File: src/rtl/mrx_timing_pkg.sv
package mrx_timing_pkg;

    typedef enum logic [4:0] {
        ST_P0      = 5'd0,
        ST_P1      = 5'd1,
        ST_P2      = 5'd2,
        ST_P3      = 5'd3,
        ST_P4      = 5'd4,
        ST_P5      = 5'd5,
        ST_P6      = 5'd6,
        ST_P7      = 5'd7,
        ST_P8      = 5'd8,
        ST_P9      = 5'd9,
        ST_P10     = 5'd10,
        ST_P11     = 5'd11,
        ST_P12     = 5'd12,
        ST_P13     = 5'd13,
        ST_P14     = 5'd14,
        ST_STRETCH = 5'd15,
        ST_DECODE  = 5'd16
    } sym_state_e;

    typedef enum logic [1:0] {
        LEN_NOMINAL = 2'd0,
        LEN_LONG    = 2'd1,
        LEN_SHORT   = 2'd2
    } sym_len_e;

    // adjust code values on the rate_adj port
    localparam logic [1:0] ADJ_NOMINAL = 2'b00;
    localparam logic [1:0] ADJ_LONG    = 2'b01;
    localparam logic [1:0] ADJ_SHORT   = 2'b10;

    // default waveform quarter boundaries for a 16-cycle symbol
    localparam int unsigned NOM_LEN      = 16;
    localparam int unsigned I_HIGH_END   = NOM_LEN / 2;
    localparam int unsigned Q_HIGH_START = NOM_LEN / 4;
    localparam int unsigned Q_HIGH_END   = Q_HIGH_START + NOM_LEN / 2;

endpackage

File: src/rtl/mrx_rate_latch.sv
module mrx_rate_latch
    import mrx_timing_pkg::*;
(
    input  logic       clk,
    input  logic       rst,
    input  logic       en,
    input  sym_state_e state,
    input  logic [1:0] rate_adj,
    output sym_len_e   len_q
);

    logic     take_code;
    sym_len_e len_d;

    assign take_code = en && (state == ST_DECODE);

    always_comb begin
        unique case (rate_adj)
            ADJ_LONG:  len_d = LEN_LONG;
            ADJ_SHORT: len_d = LEN_SHORT;
            default:   len_d = LEN_NOMINAL;
        endcase
    end

    always_ff @(posedge clk) begin
        if (rst) begin
            len_q <= LEN_NOMINAL;
        end else if (take_code) begin
            len_q <= len_d;
        end
    end

    AST_LEN_ONLY_AT_DECODE: assert property (@(posedge clk) disable iff (rst)
        !(en && state == ST_DECODE) |=> $stable(len_q)) else $error("length changed outside decode");

    AST_LEN_LEGAL: assert property (@(posedge clk) disable iff (rst)
        len_q != 2'd3) else $error("illegal length code");

endmodule

File: src/rtl/mrx_state_seq.sv
module mrx_state_seq
    import mrx_timing_pkg::*;
(
    input  logic       clk,
    input  logic       rst,
    input  logic       en,
    input  sym_len_e   len_q,
    output sym_state_e state,
    output sym_state_e state_nxt
);

    // next-state selection
    always_comb begin
        state_nxt = state;
        if (en) begin
            unique case (state)
                ST_P13:     state_nxt = (len_q == LEN_SHORT) ? ST_DECODE : ST_P14;
                ST_P14:     state_nxt = (len_q == LEN_LONG) ? ST_STRETCH : ST_DECODE;
                ST_STRETCH: state_nxt = ST_DECODE;
                ST_DECODE:  state_nxt = ST_P0;
                default:    state_nxt = sym_state_e'(state + 5'd1);
            endcase
        end
    end

    // state register
    always_ff @(posedge clk) begin
        if (rst) begin
            state <= ST_P0;
        end else begin
            state <= state_nxt;
        end
    end

    AST_FREEZE_IDLE: assert property (@(posedge clk) disable iff (rst)
        !en |=> $stable(state)) else $error("state moved while disabled");

    AST_DECODE_RESTART: assert property (@(posedge clk) disable iff (rst)
        (en && state == ST_DECODE) |=> state == ST_P0) else $error("decode not followed by P0");

    AST_STRETCH_ONLY_LONG: assert property (@(posedge clk) disable iff (rst)
        state == ST_STRETCH |-> len_q == LEN_LONG) else $error("stretch in non-long symbol");

    AST_SHORT_SKIP: assert property (@(posedge clk) disable iff (rst)
        (en && state == ST_P13 && len_q == LEN_SHORT) |=> state == ST_DECODE) else $error("short symbol not cut");

endmodule

File: src/rtl/mrx_wave_gen.sv
module mrx_wave_gen
    import mrx_timing_pkg::*;
#(
    parameter int unsigned I_END   = I_HIGH_END,
    parameter int unsigned Q_START = Q_HIGH_START,
    parameter int unsigned Q_END   = Q_HIGH_END
) (
    input  logic       clk,
    input  logic       rst,
    input  logic       en,
    input  sym_state_e state_nxt,
    output logic       sync_pulse,
    output logic       ref_i,
    output logic       ref_q
);

    localparam int unsigned BODY_LAST = 14;

    logic i_d;
    logic q_d;
    logic body_d;
    int unsigned pos_d;

    assign pos_d  = int'(state_nxt);
    assign body_d = (pos_d <= BODY_LAST);
    assign i_d    = body_d && (pos_d < I_END);
    assign q_d    = body_d && (pos_d >= Q_START) && (pos_d < Q_END);

    // output registers, aligned with the state register
    always_ff @(posedge clk) begin
        if (rst) begin
            sync_pulse <= 1'b0;
            ref_i      <= 1'b0;
            ref_q      <= 1'b0;
        end else if (en) begin
            sync_pulse <= (state_nxt == ST_DECODE);
            ref_i      <= i_d;
            ref_q      <= q_d;
        end else begin
            sync_pulse <= 1'b0;
        end
    end

    AST_SYNC_ONE_CYCLE: assert property (@(posedge clk) disable iff (rst)
        sync_pulse |=> !sync_pulse) else $error("sync wider than one cycle");

    AST_SYNC_REFS_LOW: assert property (@(posedge clk) disable iff (rst)
        sync_pulse |-> (!ref_i && !ref_q)) else $error("reference high during decode");

    AST_REFS_HOLD_IDLE: assert property (@(posedge clk) disable iff (rst)
        !en |=> ($stable(ref_i) && $stable(ref_q) && !sync_pulse)) else $error("outputs moved while disabled");

endmodule

File: src/rtl/mrx_symbol_timer.sv
module mrx_symbol_timer
    import mrx_timing_pkg::*;
#(
    parameter int unsigned I_END   = I_HIGH_END,
    parameter int unsigned Q_START = Q_HIGH_START,
    parameter int unsigned Q_END   = Q_HIGH_END
) (
    input  logic       clk,
    input  logic       rst,
    input  logic       en,
    input  logic [1:0] rate_adj,
    output logic       sync_pulse,
    output logic       ref_i,
    output logic       ref_q
);

    sym_state_e state;
    sym_state_e state_nxt;
    sym_len_e   len_q;

    mrx_rate_latch u_latch (
        .clk      (clk),
        .rst      (rst),
        .en       (en),
        .state    (state),
        .rate_adj (rate_adj),
        .len_q    (len_q)
    );

    mrx_state_seq u_seq (
        .clk       (clk),
        .rst       (rst),
        .en        (en),
        .len_q     (len_q),
        .state     (state),
        .state_nxt (state_nxt)
    );

    mrx_wave_gen #(
        .I_END   (I_END),
        .Q_START (Q_START),
        .Q_END   (Q_END)
    ) u_wave (
        .clk        (clk),
        .rst        (rst),
        .en         (en),
        .state_nxt  (state_nxt),
        .sync_pulse (sync_pulse),
        .ref_i      (ref_i),
        .ref_q      (ref_q)
    );

    AST_SYNC_AT_DECODE: assert property (@(posedge clk) disable iff (rst)
        sync_pulse |-> state == ST_DECODE) else $error("sync outside decode");

    AST_STRETCH_QUIET: assert property (@(posedge clk) disable iff (rst)
        state == ST_STRETCH |-> (!sync_pulse && !ref_i && !ref_q)) else $error("stretch outputs active");

endmodule

File: config.mk
export PLATFORM = sky130hd
export DESIGN_NAME = mrx_symbol_timer
export DESIGN_NICKNAME = d
export VERILOG_FILES = /design/src/rtl/mrx_timing_pkg.sv /design/src/rtl/mrx_rate_latch.sv /design/src/rtl/mrx_state_seq.sv /design/src/rtl/mrx_wave_gen.sv /design/src/rtl/mrx_symbol_timer.sv
export SDC_FILE = /design/constraint.sdc
export NUM_CORES = 1
export LEC_CHECK = 0
export ABC_AREA = 1
export BUFFER_PORTS_ARGS = -buffer_cell sky130_fd_sc_hd__buf_2
export CAP_MARGIN = 15
export CORE_UTILIZATION = 30
export CTS_CLUSTER_SIZE = 24
export DETAILED_ROUTE_END_ITERATION = 6
export GPL_ROUTABILITY_DRIVEN = 0
export PLACE_DENSITY_LB_ADDON = 0.05
export SYNTH_ARGS = -nofsm -noshare
export SYNTH_HDL_FRONTEND = slang
export SYNTH_SLANG_ARGS = --single-unit
File: constraint.sdc
create_clock -name clk -period 3.1 [get_ports clk]
set_input_delay 0.465 -clock clk [delete_from_list [all_inputs] [get_ports clk]]
set_output_delay 0.465 -clock clk [all_outputs]
set_load 0.005 [all_outputs]
# Word-level counts from Yosys, hierarchy flattened
# Cells that the tools add are included.
[classes]
add_sub_neg = 1
magnitude_cmp = 4
eq_ne = 9
mux = 5
n_bitwise = 1
n_reduce_logical = 5
[op_table]
columns = ["cell", "count"]
rows = [
  ["$pmux W5 S4", 1],
  ["$eq A5 B4 Y1 const B", 3],
  ["$mux W5", 3],
  ["$eq A5 B5 Y1 const B", 2],
  ["$lt A5 B4 Y1 const B", 2],
  ["$add A5 B1 Y5 const B", 1],
  ["$ge A5 B3 Y1 const B", 1],
  ["$le A5 B4 Y1 const B", 1],
  ["$eq A2 B1 Y1 const B", 2],
  ["$eq A2 B2 Y1 const B", 2],
  ["$logic_and A1 B1 Y1", 4],
  ["$pmux W2 S2", 1],
  ["$reduce_or A2 Y1", 1],
  ["$not A1 Y1", 1],
]
[word_totals]
register_bits = 10
in_bits = 5
output_inout_bits = 3
word_cells = 30

# Longest topological paths before layout
# Gate-level depths: netlist of the first run.
[depth]
word_depth = 7
mapped_depth = 13
mapped_depth_nobuf = 13

# Cells and area by module
# A second synthesis of the first run with hierarchy kept.
[unflattened]
cells_unflattened = 121
area_unflattened_um2 = 737.0
[by_module_without_submodules]
columns = ["module", "instances", "cells_each", "area_per_inst_um2", "seq_area_each_um2"]
rows = [
  ["mrx_state_seq", 1, 81, 481.7, 100.1],
  ["mrx_wave_gen", 1, 18, 128.9, 60.1],
  ["mrx_rate_latch", 1, 22, 126.4, 40.0],
]

# Worst setup path before layout of the first run
# OpenSTA, ideal clock, no wires.
[synth_timing]
kind = "flip-flop to flip-flop"
start = "register u_seq.state[0]"
end = "register u_wave.ref_q"
setup_ns = 0.129
arrival_time_ns = 1.461
required_time_ns = 2.971
setup_slack_ns = 1.510
stages_incl_launch_ff = 13
path_buffers = 0
period_less_slack_ns = 1.590
cell_sequence = "dfxtp_1 -> ha_1 -> inv_1 -> nor2_1 -> ha_1 -> nor2_1 -> nand3_1 -> nand2_1 -> nand2_2 -> inv_2 -> nand2_1 -> nand3_2 -> a21oi_2"
[synth_via]
elab_chain_cells = 6
elab_cells_between_ends = 12
classes_between = "add/sub (1); order compare (3); eq/ne (4); mux (2); reduce/logical (2)"
[synth_rtl]
columns = ["element", "line_no", "text"]
rows = [
  ["start, declared", "mrx_state_seq.sv:8", "output sym_state_e state,"],
  ["start signal, assigned", "mrx_state_seq.sv:31", "state <= state_nxt;"],
  ["$add A5 B1 Y5 (tied with other cells)", "mrx_state_seq.sv:21", "default: state_nxt = sym_state_e'(state + 5'd1);"],
  ["$pmux W5 S4", "mrx_state_seq.sv:16", "unique case (state)"],
  ["$mux W5 (*)", "mrx_state_seq.sv:15", "if (en) begin"],
  ["$le A5 B4 Y1 / $ge A5 B3 Y1 (equally long branches)", "mrx_wave_gen.sv:25, mrx_wave_gen.sv:27", ""],
  ["$logic_and A1 B1 Y1", "mrx_wave_gen.sv:27", "assign q_d = body_d && (pos_d >= Q_START) && (pos_d < Q_END);"],
  ["$logic_and A1 B1 Y1 (*)", "mrx_wave_gen.sv:27", ""],
  ["end signal, assigned", "mrx_wave_gen.sv:38", "ref_q <= q_d;"],
  ["end, declared", "mrx_wave_gen.sv:14", "output logic ref_q"],
]
# Every way passes the cells marked *; elsewhere a longest branch is shown, timed or not.
# A chain may end at the register's enable or synchronous reset.

# Worst setup path after layout of the first run
[layout_timing]
start = "register u_seq.state[0]"
end = "register u_wave.sync_pulse"
[layout_via]
elab_chain_cells = 4
elab_cells_between_ends = 8
classes_between = "add/sub (1); eq/ne (5); mux (2)"
[layout_rtl]
columns = ["element", "line_no", "text"]
rows = [
  ["$add A5 B1 Y5 (tied with other cells)", "mrx_state_seq.sv:21", ""],
  ["$pmux W5 S4", "mrx_state_seq.sv:16", ""],
  ["$mux W5 (*)", "mrx_state_seq.sv:15", ""],
  ["$eq A5 B5 Y1 (*)", "mrx_wave_gen.sv:36", "sync_pulse <= (state_nxt == ST_DECODE);"],
  ["end signal, assigned", "mrx_wave_gen.sv:36", ""],
  ["end, declared", "mrx_wave_gen.sv:12", "output logic sync_pulse,"],
]
# Marked as above.

==> impl_metrics.tcl, run 1 <==
set metrics [dict create \
    setup_repair_after_global_routing_missed_its_margin "false" \
    busiest_layer "met2" \
    largest_family_of_logic_cells_by_synthesized_area "simple AND/OR/NAND/NOR gates" \
    synthesis.instances 100 \
    crit_end_element "flop" \
    worst_setup_path_start_kind "flop" \
    crit_chain "ha_1 -> inv_1 -> nor2_1 -> ha_1 -> nor2_1 -> nand2_1 -> o21ai_2 -> nand2_1 -> nand2_1 -> nand3_1 -> nor2_1" \
    post_synthesis_cell_area_sq_um 653 \
    iteration_count_of_the_initial_detailed_routing_pass 4 \
    synth.area.mux_share_pct 0 \
    avgRoutedWirePerCell_um 9.93 \
    drive_gt1_share_pct 21.1 \
    cts_post_setup_buffers_inserted 0 \
    synth_compound_area_share_pct 10.7 \
    reg2reg_depth 11 \
    postRouteWirelength_um 1350 \
    yosys.area_share.adder_pct 9.58 \
    synth-simple-area-share_pct 38.3 \
    synth_seq_area_share_pct 30.7 \
    number_of_remaining_drc_errors 0 \
    critical-path-slowest-cell "sky130_fd_sc_hd__dfxtp_1" \
    die_area_sq_um 2370 \
    max-cap-violations 0 \
    area_growth_syn_to_layout_pct 14.8 \
    synth-async-reset-ratio_pct 0 \
    worst_r2r_startpoint "u_seq.state[0]$_SDFF_PP0_" \
    clock-root-buffer "sky130_fd_sc_hd__clkbuf_4" \
    post_synth_xor_area_fraction_pct 1.34 \
    worst-endpoint-required_ns 3.31 \
    syn-mean-instance-area_sq_um 6.53 \
    worst_setup_path_startpoint "u_seq.state[0]$_SDFF_PP0_" \
    floorplan.die.height_um 48.7 \
    synth_edf_count 0 \
    cts-resized-gates 0 \
    core_region_area_sq_um 2000 \
    multi_input_comb_area_sq_um 392 \
    drt.antenna.violating_nets 0 \
    grt_util_met2_pct 18.8 \
    drt_iter0_drc 12 \
    maxSlewHeadroom_pct 83.2 \
    post_layout_nonfiller_instances 136 \
    postCtsHoldBufs 0 \
    finClkSkew_ns 0.00166 \
    tightest_slew_ns 0.252 \
    cp_num_cells 11 \
    non_filler_cell_area_final_sq_um 749 \
    cts_tree "done" \
    clock_path_buffers 2 \
    syn_nets 110 \
    run_status "completed" \
    power.leakage_nw 0.358 \
    power_density_nw_per_um2 414 \
    synth_ff_type "sky130_fd_sc_hd__dfxtp_1" \
    max_freq_ghz 0.551 \
    route.detailed.vias_per_inst 4.47 \
    worstPathMaxFanout 7 \
    number_of_vias_in_the_routed_layout 608 \
    row_count 16 \
    clk_latency_ns 0.27 \
    placed_area_sq_um 713 \
    hold_violations_final 0 \
    timing.hold.worst.start "u_wave.ref_i$_SDFFE_PP0P_" \
    io-pin-count 8 \
    hold_path_class "flop to flop" \
    critPathArrivalTime_ns 2.02 \
    fillers 225 \
    maximum_number_of_pins_on_one_net_before_global_route_repair 10 \
    met1_usage_pct 17.6 \
    worst_path_largest_cell_delay_ns 0.38 \
    port-buffer-count 7 \
    critical_path.top_delay_family "simple AND/OR/NAND/NOR gates" \
    setup_viol 0 \
    register_area_sq_um 200 \
    cts_made_buffers 3 \
    cts_max_level 1 \
    grt_use_met3_pct 1.89 \
    ir_worst_vdd_uv 270 \
    grt_pass1_wl_um 2270 \
    initial_core_util_pct 32.6 \
    worstHoldPathCells 2 \
    track_usage_pct 12.8 \
    ant_diodes 0 \
    worstPathBufferInverterCount 1 \
    worst_setup_hold_path_clk_slew_ns 0.07 \
    grt_pass1_vias 527 \
    yosys_warnings 0 \
    critical_path_class "flop to flop" \
    num-nets-final 120 \
    period_minus_slack_ns 1.81 \
    grt_antenna_before_repair 0 \
    placed_cells_incl_taps 132 \
    maxSlewViolCount 0 \
    synth.distinct_cells 21 \
    synth_seq_cells 10 \
    die-width_um 48.7 \
    post-route-period-util_pct 58.5 \
    cts.sinks 10 \
    hpwlAfterDp_um 1100 \
    global_route.overflow_total 0 \
    tns_ns 0 \
]
kinds of logic after synthesis:
group           Yosys count
compound gates           12
xor+xnor                  1
fa+ha+maj                 5
buf+inv                  16
flops                    10
simple gates             56
routing by layer:
metal	vias to the layer above	wire length (um)
met5	-	0
met4	0	33
met2	7	571
li1	331	-
met3	5	25
met1	265	720
Yosys cell counts (2+ instances only):
library cell,instances,share of area (%)
sky130_fd_sc_hd__ha_1,5,9.6
sky130_fd_sc_hd__o21ai_0,3,2.3
sky130_fd_sc_hd__nand2_1,22,13
sky130_fd_sc_hd__inv_1,13,7.5
sky130_fd_sc_hd__a21oi_1,5,3.8
sky130_fd_sc_hd__nand2_2,5,4.8
sky130_fd_sc_hd__nor2_2,3,2.9
sky130_fd_sc_hd__dfxtp_1,10,31
sky130_fd_sc_hd__nand3_1,6,4.6
sky130_fd_sc_hd__nor2_1,16,9.2
sky130_fd_sc_hd__nand4_1,2,1.9
tightest hold or removal path, cell delays in order (launching register included):
cell and delay [ns]:
sky130_fd_sc_hd__dfxtp_1 0.31, sky130_fd_sc_hd__nand2_1 0.06, sky130_fd_sc_hd__a21oi_1 0.05
registers in the layout (all words and copies together), names as in the netlist:
register and flops:
u_latch.len_q 2, u_seq.state 5, u_wave.ref_i 1, u_wave.ref_q 1, u_wave.sync_pulse 1
area by class of cell:
| type | count | area share, % |
|---|---|---|
| multi-input cells | 74 | 52.3 |
| clock buffers | 4 | 4.84 |
| repair buffers | 7 | 4.67 |
| inverters | 14 | 7.01 |
| flip-flops and latches | 10 | 26.7 |
| well taps | 27 | 4.51 |
worst paths after layout:
path                            slack, ns                      endpoint
worst max-delay path                 1.29  u_wave.sync_pulse$_SDFF_PP0_
worst min-delay path                 0.47     u_wave.ref_i$_SDFFE_PP0P_
worst max register to register       1.29  u_wave.sync_pulse$_SDFF_PP0_
worst min register to register       0.47     u_wave.ref_i$_SDFFE_PP0P_
placed cells by master (no fill, tap or decap), types with 2 or more instances in the layout:
cell type and instances:
sky130_fd_sc_hd__a21oi_1 5, sky130_fd_sc_hd__buf_2 7, sky130_fd_sc_hd__clkbuf_4 3, sky130_fd_sc_hd__dfxtp_1 10, sky130_fd_sc_hd__ha_1 5, sky130_fd_sc_hd__inv_1 13, sky130_fd_sc_hd__nand2_1 22, sky130_fd_sc_hd__nand2_2 5
sky130_fd_sc_hd__nand3_1 6, sky130_fd_sc_hd__nand4_1 2, sky130_fd_sc_hd__nor2_1 16, sky130_fd_sc_hd__nor2_2 3, sky130_fd_sc_hd__o21ai_0 3
power by group:
| part | internal [mW] | switching (mW) |
|---|---|---|
| sequential | 0.135 | 0.00760 |
| combinational | 0.0190 | 0.0297 |
| clock | 0.0713 | 0.0477 |
| total | 0.225 | 0.0849 |
per-stage QoR:
stage	util, %	hold WS [ns]	power, mW	setup slack, ns
floorplan	-	0.461	0.181	1.51
global placement	35.6	0.457	0.196	1.30
detailed placement	35.6	0.465	0.195	1.29
CTS	37.4	0.476	0.316	1.27
global route	37.4	0.484	0.332	1.11
finish	37.4	0.468	0.310	1.29
(Power assumes the default switching activity.)
==> inputs of run 2 (changes only) <==
clock period = 1.57 ns   (was 3.1 ns; I/O delays follow)
==> run 2 against run 1 <==
  * Combinational power rose to 3.4 times the previous value
  * Maximum frequency up 16%
  * Critical path type unchanged
  * Non-clock buffer count up 18
  * Final cell count up 13%
  * Count of clock-buffer cells in the layout unchanged
  * Wire length up 24%
  * Largest power group unchanged
  * Clock power up 99%
  * Global-route usage up 2.4 points
  * Utilization up 14 points
  * Sequential power up 97%
  * Die area unchanged
  * Power up 120%
==> impl_metrics.tcl, run 2 (synthesized netlist as in run 1, its figures left out) <==
set metrics [dict create \
    grt_pass1_vias 661 \
    drt.antenna.violating_nets 0 \
    critical_path_class "flop to flop" \
    post-route-period-util_pct 99.9 \
    finClkSkew_ns 0.00457 \
    cts_max_level 1 \
    ir_worst_vdd_uv 471 \
    track_usage_pct 15.2 \
    die_area_sq_um 2370 \
    cts.sinks 10 \
    tightest_slew_ns 0.265 \
    num-nets-final 138 \
    io-pin-count 8 \
    worst-endpoint-required_ns 1.73 \
    number_of_vias_in_the_routed_layout 676 \
    grt_pass1_wl_um 2740 \
    placed_area_sq_um 813 \
    setup_viol 0 \
    clock_path_buffers 2 \
    swShare_pct 28.9 \
    critPathArrivalTime_ns 1.73 \
    core_region_area_sq_um 2000 \
    switchingPower_uw 196 \
    worst_setup_hold_path_clk_slew_ns 0.07 \
    power_density_nw_per_um2 656 \
    pwr-share-comb_pct 24.0 \
    place_worst_setup_slack_ns -0.131 \
    drt_iter0_drc 14 \
    clkPwrFrac_pct 34.8 \
    hpwlAfterDp_um 1160 \
    min_setup_slack_post_route_ns 0.00190 \
    cts_tree "done" \
    layout_commonest_cell "sky130_fd_sc_hd__buf_4" \
    port-buffer-count 7 \
    route.detailed.vias_per_inst 4.39 \
    worst_setup_path_start_kind "flop" \
    p_int_uw 484 \
    critical-path-slowest-cell "sky130_fd_sc_hd__dfxtp_4" \
    largest_register_ff_count 5 \
    global_route.overflow_total 0 \
    final_util_pct 51.8 \
    clock-root-buffer "sky130_fd_sc_hd__clkbuf_4" \
    setup_repair_after_global_routing_missed_its_margin "true" \
    maximum_number_of_pins_on_one_net_before_global_route_repair 10 \
    crit_end_element "flop" \
    power.leakage_nw 0.464 \
    postRouteWirelength_um 1680 \
    maxSlewHeadroom_pct 82.3 \
    max_freq_ghz 0.638 \
    die-width_um 48.7 \
    initial_core_util_pct 32.6 \
    maxSlewViolCount 0 \
    floorplan.die.height_um 48.7 \
    max-cap-violations 0 \
    number_of_remaining_drc_errors 0 \
    area_growth_syn_to_layout_pct 58.8 \
    power_uw 681 \
    final_cell_mix "sky130_fd_sc_hd__buf_4, sky130_fd_sc_hd__nand2_2, sky130_fd_sc_hd__nand2_1" \
    avgRoutedWirePerCell_um 10.9 \
    fillers 210 \
    run_status "completed" \
    cts_made_buffers 3 \
    row_count 16 \
    top_register "u_seq.state" \
    period_minus_slack_ns 1.57 \
    ant_diodes 0 \
    seq_power_share_pct 41.1 \
    worstPathMaxFanout 4 \
    crit_chain "ha_4 -> inv_2 -> nor2_2 -> ha_4 -> nor2_4 -> nand2_2 -> o21ai_2 -> buf_4 -> nor2_4 -> nand3_2 -> a21oi_2" \
    non_filler_cell_area_final_sq_um 1040 \
    iteration_count_of_the_initial_detailed_routing_pass 4 \
    hold_path_class "input port to flop" \
    clk_latency_ns 0.27 \
    grt_antenna_before_repair 0 \
    postCtsHoldBufs 0 \
    worst_path_largest_cell_delay_ns 0.37 \
    largest_registers "u_seq.state: 5 flops, u_latch.len_q: 2 flops" \
    drive_gt1_share_pct 56.7 \
    hold_violations_final 0 \
]
[run 2: changes by cell type in the layout (fill, tap and decap cells not counted), moves of 4 or more]
cell / previous run / this run
sky130_fd_sc_hd__nor2_4: 0 / 7
sky130_fd_sc_hd__buf_4: 0 / 17
sky130_fd_sc_hd__ha_1: 5 / 1
sky130_fd_sc_hd__inv_2: 1 / 5
sky130_fd_sc_hd__nand2_2: 5 / 13
sky130_fd_sc_hd__nand2_1: 22 / 13
sky130_fd_sc_hd__inv_1: 13 / 9
sky130_fd_sc_hd__nor2_1: 16 / 10
[run 2: power groups by stage]
stage / combinational, mW / clock [mW] / sequential, mW
floorplan: 0.0737 / 0 / 0.284
global placement: 0.133 / 0 / 0.283
detailed placement: 0.130 / 0 / 0.283
CTS: 0.142 / 0.243 / 0.278
global route: 0.183 / 0.267 / 0.282
finish: 0.164 / 0.237 / 0.280
[run 2: metal layers]
| metal | part of all wire [%] | wire, um | track usage (%) | vias up |
|---|---|---|---|---|
| met4 | 0.60 | 10 | 7.35 | 0 |
| met2 | 51 | 860 | 24.1 | 6 |
| met3 | 2.2 | 37 | 3.77 | 2 |
| met1 | 46 | 770 | 19.1 | 299 |
| li1 | - | - | - | 369 |
| met5 | 0 | 0 | 0 | - |
[run 2: final timing paths]
check	startpoint	slack, ns	cells after the start	endpoint
setup / recovery	u_seq.state[0]$_SDFF_PP0_	0.002	11	u_wave.ref_q$_SDFFE_PP0P_
hold / removal	rate_adj[1]	0.25	3	u_latch.len_q[1]$_SDFFE_PP0P_
setup reg to reg	u_seq.state[0]$_SDFF_PP0_	0.002	11	u_wave.ref_q$_SDFFE_PP0P_
hold reg to reg	u_wave.ref_i$_SDFFE_PP0P_	0.47	2	u_wave.ref_i$_SDFFE_PP0P_
[run 2: what timing repair did]
action,4_1_cts,5_1_grt
resized for setup,18,26
buffers inserted,3,2
pin swaps,8,14
setup endpoints to repair,7,6
[run 2: final cells by class]
type | count | area [sq um] | area share (%)
clock buffer | 4 | 36.3 | 3.50
inverter | 14 | 52.6 | 5.07
timing repair buffer | 25 | 174 | 16.8
multi-input combinational | 74 | 532 | 51.3
sequential | 10 | 209 | 20.1
tap | 27 | 33.8 | 3.26
[run 2: critical path: cells and delay by family, from the launching register on]
kind	cells	cell delay, ns
buffers and inverters	2	0.19
and+or+nand+nor	5	0.36
AOI/OAI and AO/OA	2	0.20
adders and majority gates	2	0.33
DFF	1	0.37
[run 2: metrics by stage]
stage | hold WS (ns) | cells | TNS [ns]
floorplan | 0.406 | 100 | 0
global placement | 0.455 | 145 | -0.323
detailed placement | 0.456 | 145 | -0.416
CTS | 0.245 | 152 | 0
global route | 0.249 | 154 | -0.368
finish | 0.246 | 154 | 0
==> inputs of run 3 (changes only) <==
CORE_ASPECT_RATIO = 0.75   (was unset)
CTS_CLUSTER_DIAMETER = 80   (was unset)
==> run 3 against run 2 <==
  * The run now ends with negative setup slack left
  * Setup slack worse by 0.015 ns
  * Final cell count shrank 4.5%
  * Clock power hardly changed
  * Power is 0.72% lower
  * Sequential power is essentially flat
  * Critical path type unchanged
==> impl_metrics.tcl, run 3 (synthesized netlist as in run 1, its figures left out) <==
set metrics [dict create \
    hold_path_class "input port to flop" \
    crit_end_element "flop" \
    period_minus_slack_ns 1.58 \
    largest_registers "u_seq.state: 5 flops, u_latch.len_q: 2 flops" \
    iteration_count_of_the_initial_detailed_routing_pass 6 \
    cts_made_buffers 3 \
    largest_register_ff_count 5 \
    grt_antenna_before_repair 0 \
    max-cap-violations 0 \
    grt_pass1_wl_um 2990 \
    ant_diodes 0 \
    final_cell_mix "sky130_fd_sc_hd__nand2_2, sky130_fd_sc_hd__buf_4, sky130_fd_sc_hd__nand2_1" \
    finClkSkew_ns 0.00135 \
    cts_max_level 1 \
    fin_worst_hold_slack_ns 0.243 \
    avgRoutedWirePerCell_um 11.6 \
    maxSlewViolCount 0 \
    placed_cells_incl_taps 141 \
    crit_chain "ha_4 -> inv_2 -> nor2_2 -> ha_2 -> nor2_4 -> nand3_2 -> buf_4 -> buf_4 -> nand3_1 -> a21oi_1" \
    maxSlewHeadroom_pct 85.2 \
    num-nets-final 134 \
    track_usage_pct 16.7 \
    worstPathMaxFanout 5 \
    grt_pass1_vias 661 \
    die-width_um 55.9 \
    critical_path_class "flop to flop" \
    drt.antenna.violating_nets 0 \
    highest-signal-layer "met4" \
    power_density_nw_per_um2 702 \
    maximum_number_of_pins_on_one_net_before_global_route_repair 10 \
    run_status "finished with violations" \
    top_register "u_seq.state" \
    power.leakage_nw 0.435 \
    initial_core_util_pct 32.1 \
    port-buffer-count 7 \
    number_of_remaining_drc_errors 0 \
    post_layout_nonfiller_instances 147 \
    route.detailed.vias_per_inst 4.61 \
    worst-endpoint-required_ns 1.73 \
    worst_path_largest_cell_delay_ns 0.38 \
    worst_setup_hold_path_clk_slew_ns 0.07 \
    critPathArrivalTime_ns 1.74 \
    drt_iter0_drc 9 \
    critical-path-slowest-cell "sky130_fd_sc_hd__dfxtp_4" \
    clk_latency_ns 0.27 \
    area_growth_syn_to_layout_pct 47.5 \
    floorplan.die.height_um 42.4 \
    postRouteWirelength_um 1700 \
    place_worst_setup_slack_ns -0.151 \
    cts_tree "done" \
    wl_met3_um 59 \
    met2RoutedLength_um 740 \
    cts.sinks 10 \
    tightest_slew_ns 0.222 \
    critPathMostFrequentCell "sky130_fd_sc_hd__buf_4" \
    setup_repair_after_global_routing_missed_its_margin "true" \
    die_area_sq_um 2370 \
    critical_path.top_delay_family "flip-flops" \
    worstPathBufferInverterCount 3 \
    postCtsHoldBufs 0 \
    setup_viol 3 \
    post-route-period-util_pct 101 \
    max_freq_ghz 0.632 \
    io-pin-count 8 \
    number_of_vias_in_the_routed_layout 677 \
    final_util_pct 47.4 \
    hpwlAfterDp_um 1220 \
    ir_worst_vdd_uv 424 \
    hold_violations_final 0 \
    drive_gt1_share_pct 51.2 \
    tns_ns -0.0265 \
    violations_in_the_final_reports "negative setup slack" \
    core_region_area_sq_um 2030 \
    row_count 14 \
    min_setup_slack_post_route_ns -0.0127 \
    wl_met1_um 889 \
    clock_path_buffers 2 \
    worst_setup_path_start_kind "flop" \
    clock-root-buffer "sky130_fd_sc_hd__clkbuf_4" \
    global_route.overflow_total 0 \
]
-- run 3: timing repair --
item                                    4_1_cts  5_1_grt
pin swaps                                     3       12
endpoints found under the setup margin        7        9
resized for setup                            15       19
setup buffers                                 0        2
-- run 3: metrics by stage --
stage	total power [mW]	instance area (sq um)
2_1_floorplan	0.358	656
3_3_place_gp	0.415	802
3_5_place_dp	0.413	802
4_1_cts	0.665	891
5_1_grt	0.724	963
6_report	0.676	963
-- run 3: cell type report --
cell class                      count  area [sq um]
Sequential cell                    10           208
Clock buffer                        4          36.3
Tap cell                           24          30.0
Timing Repair Buffer               21           140
Fill cell                         219          1070
Inverter                           14          52.6
Multi-Input combinational cell     74           497
-- run 3: tightest hold or removal path, cell delays in order --
cell                      delay, ns
sky130_fd_sc_hd__buf_2         0.10
sky130_fd_sc_hd__nand4_1       0.08
sky130_fd_sc_hd__a21oi_1       0.05
-- run 3: routing by layer --
metal  up-vias  GRT usage, %
met4         0          4.39
li1        362             -
met3         2          5.56
met5         -             0
met1       302          23.1
met2        11          25.1
-- run 3: path summary, 6_finish.rpt --
kind	slack (ns)	end	from	cells after the start
setup / recovery	-0.01	u_wave.ref_i$_SDFFE_PP0P_	u_seq.state[1]$_SDFF_PP0_	10
hold / removal	0.24	u_latch.len_q[1]$_SDFFE_PP0P_	rate_adj[1]	3
setup reg to reg	-0.01	u_wave.ref_i$_SDFFE_PP0P_	u_seq.state[1]$_SDFF_PP0_	10
hold reg to reg	0.46	u_wave.ref_q$_SDFFE_PP0P_	u_wave.ref_q$_SDFFE_PP0P_	2
-- run 3: power by group --
group	internal, mW	switching, mW	total [mW]
clock network	0.141	0.0994	0.240
logic	0.0726	0.0819	0.154
registers	0.266	0.0150	0.281
total	0.480	0.196	0.676
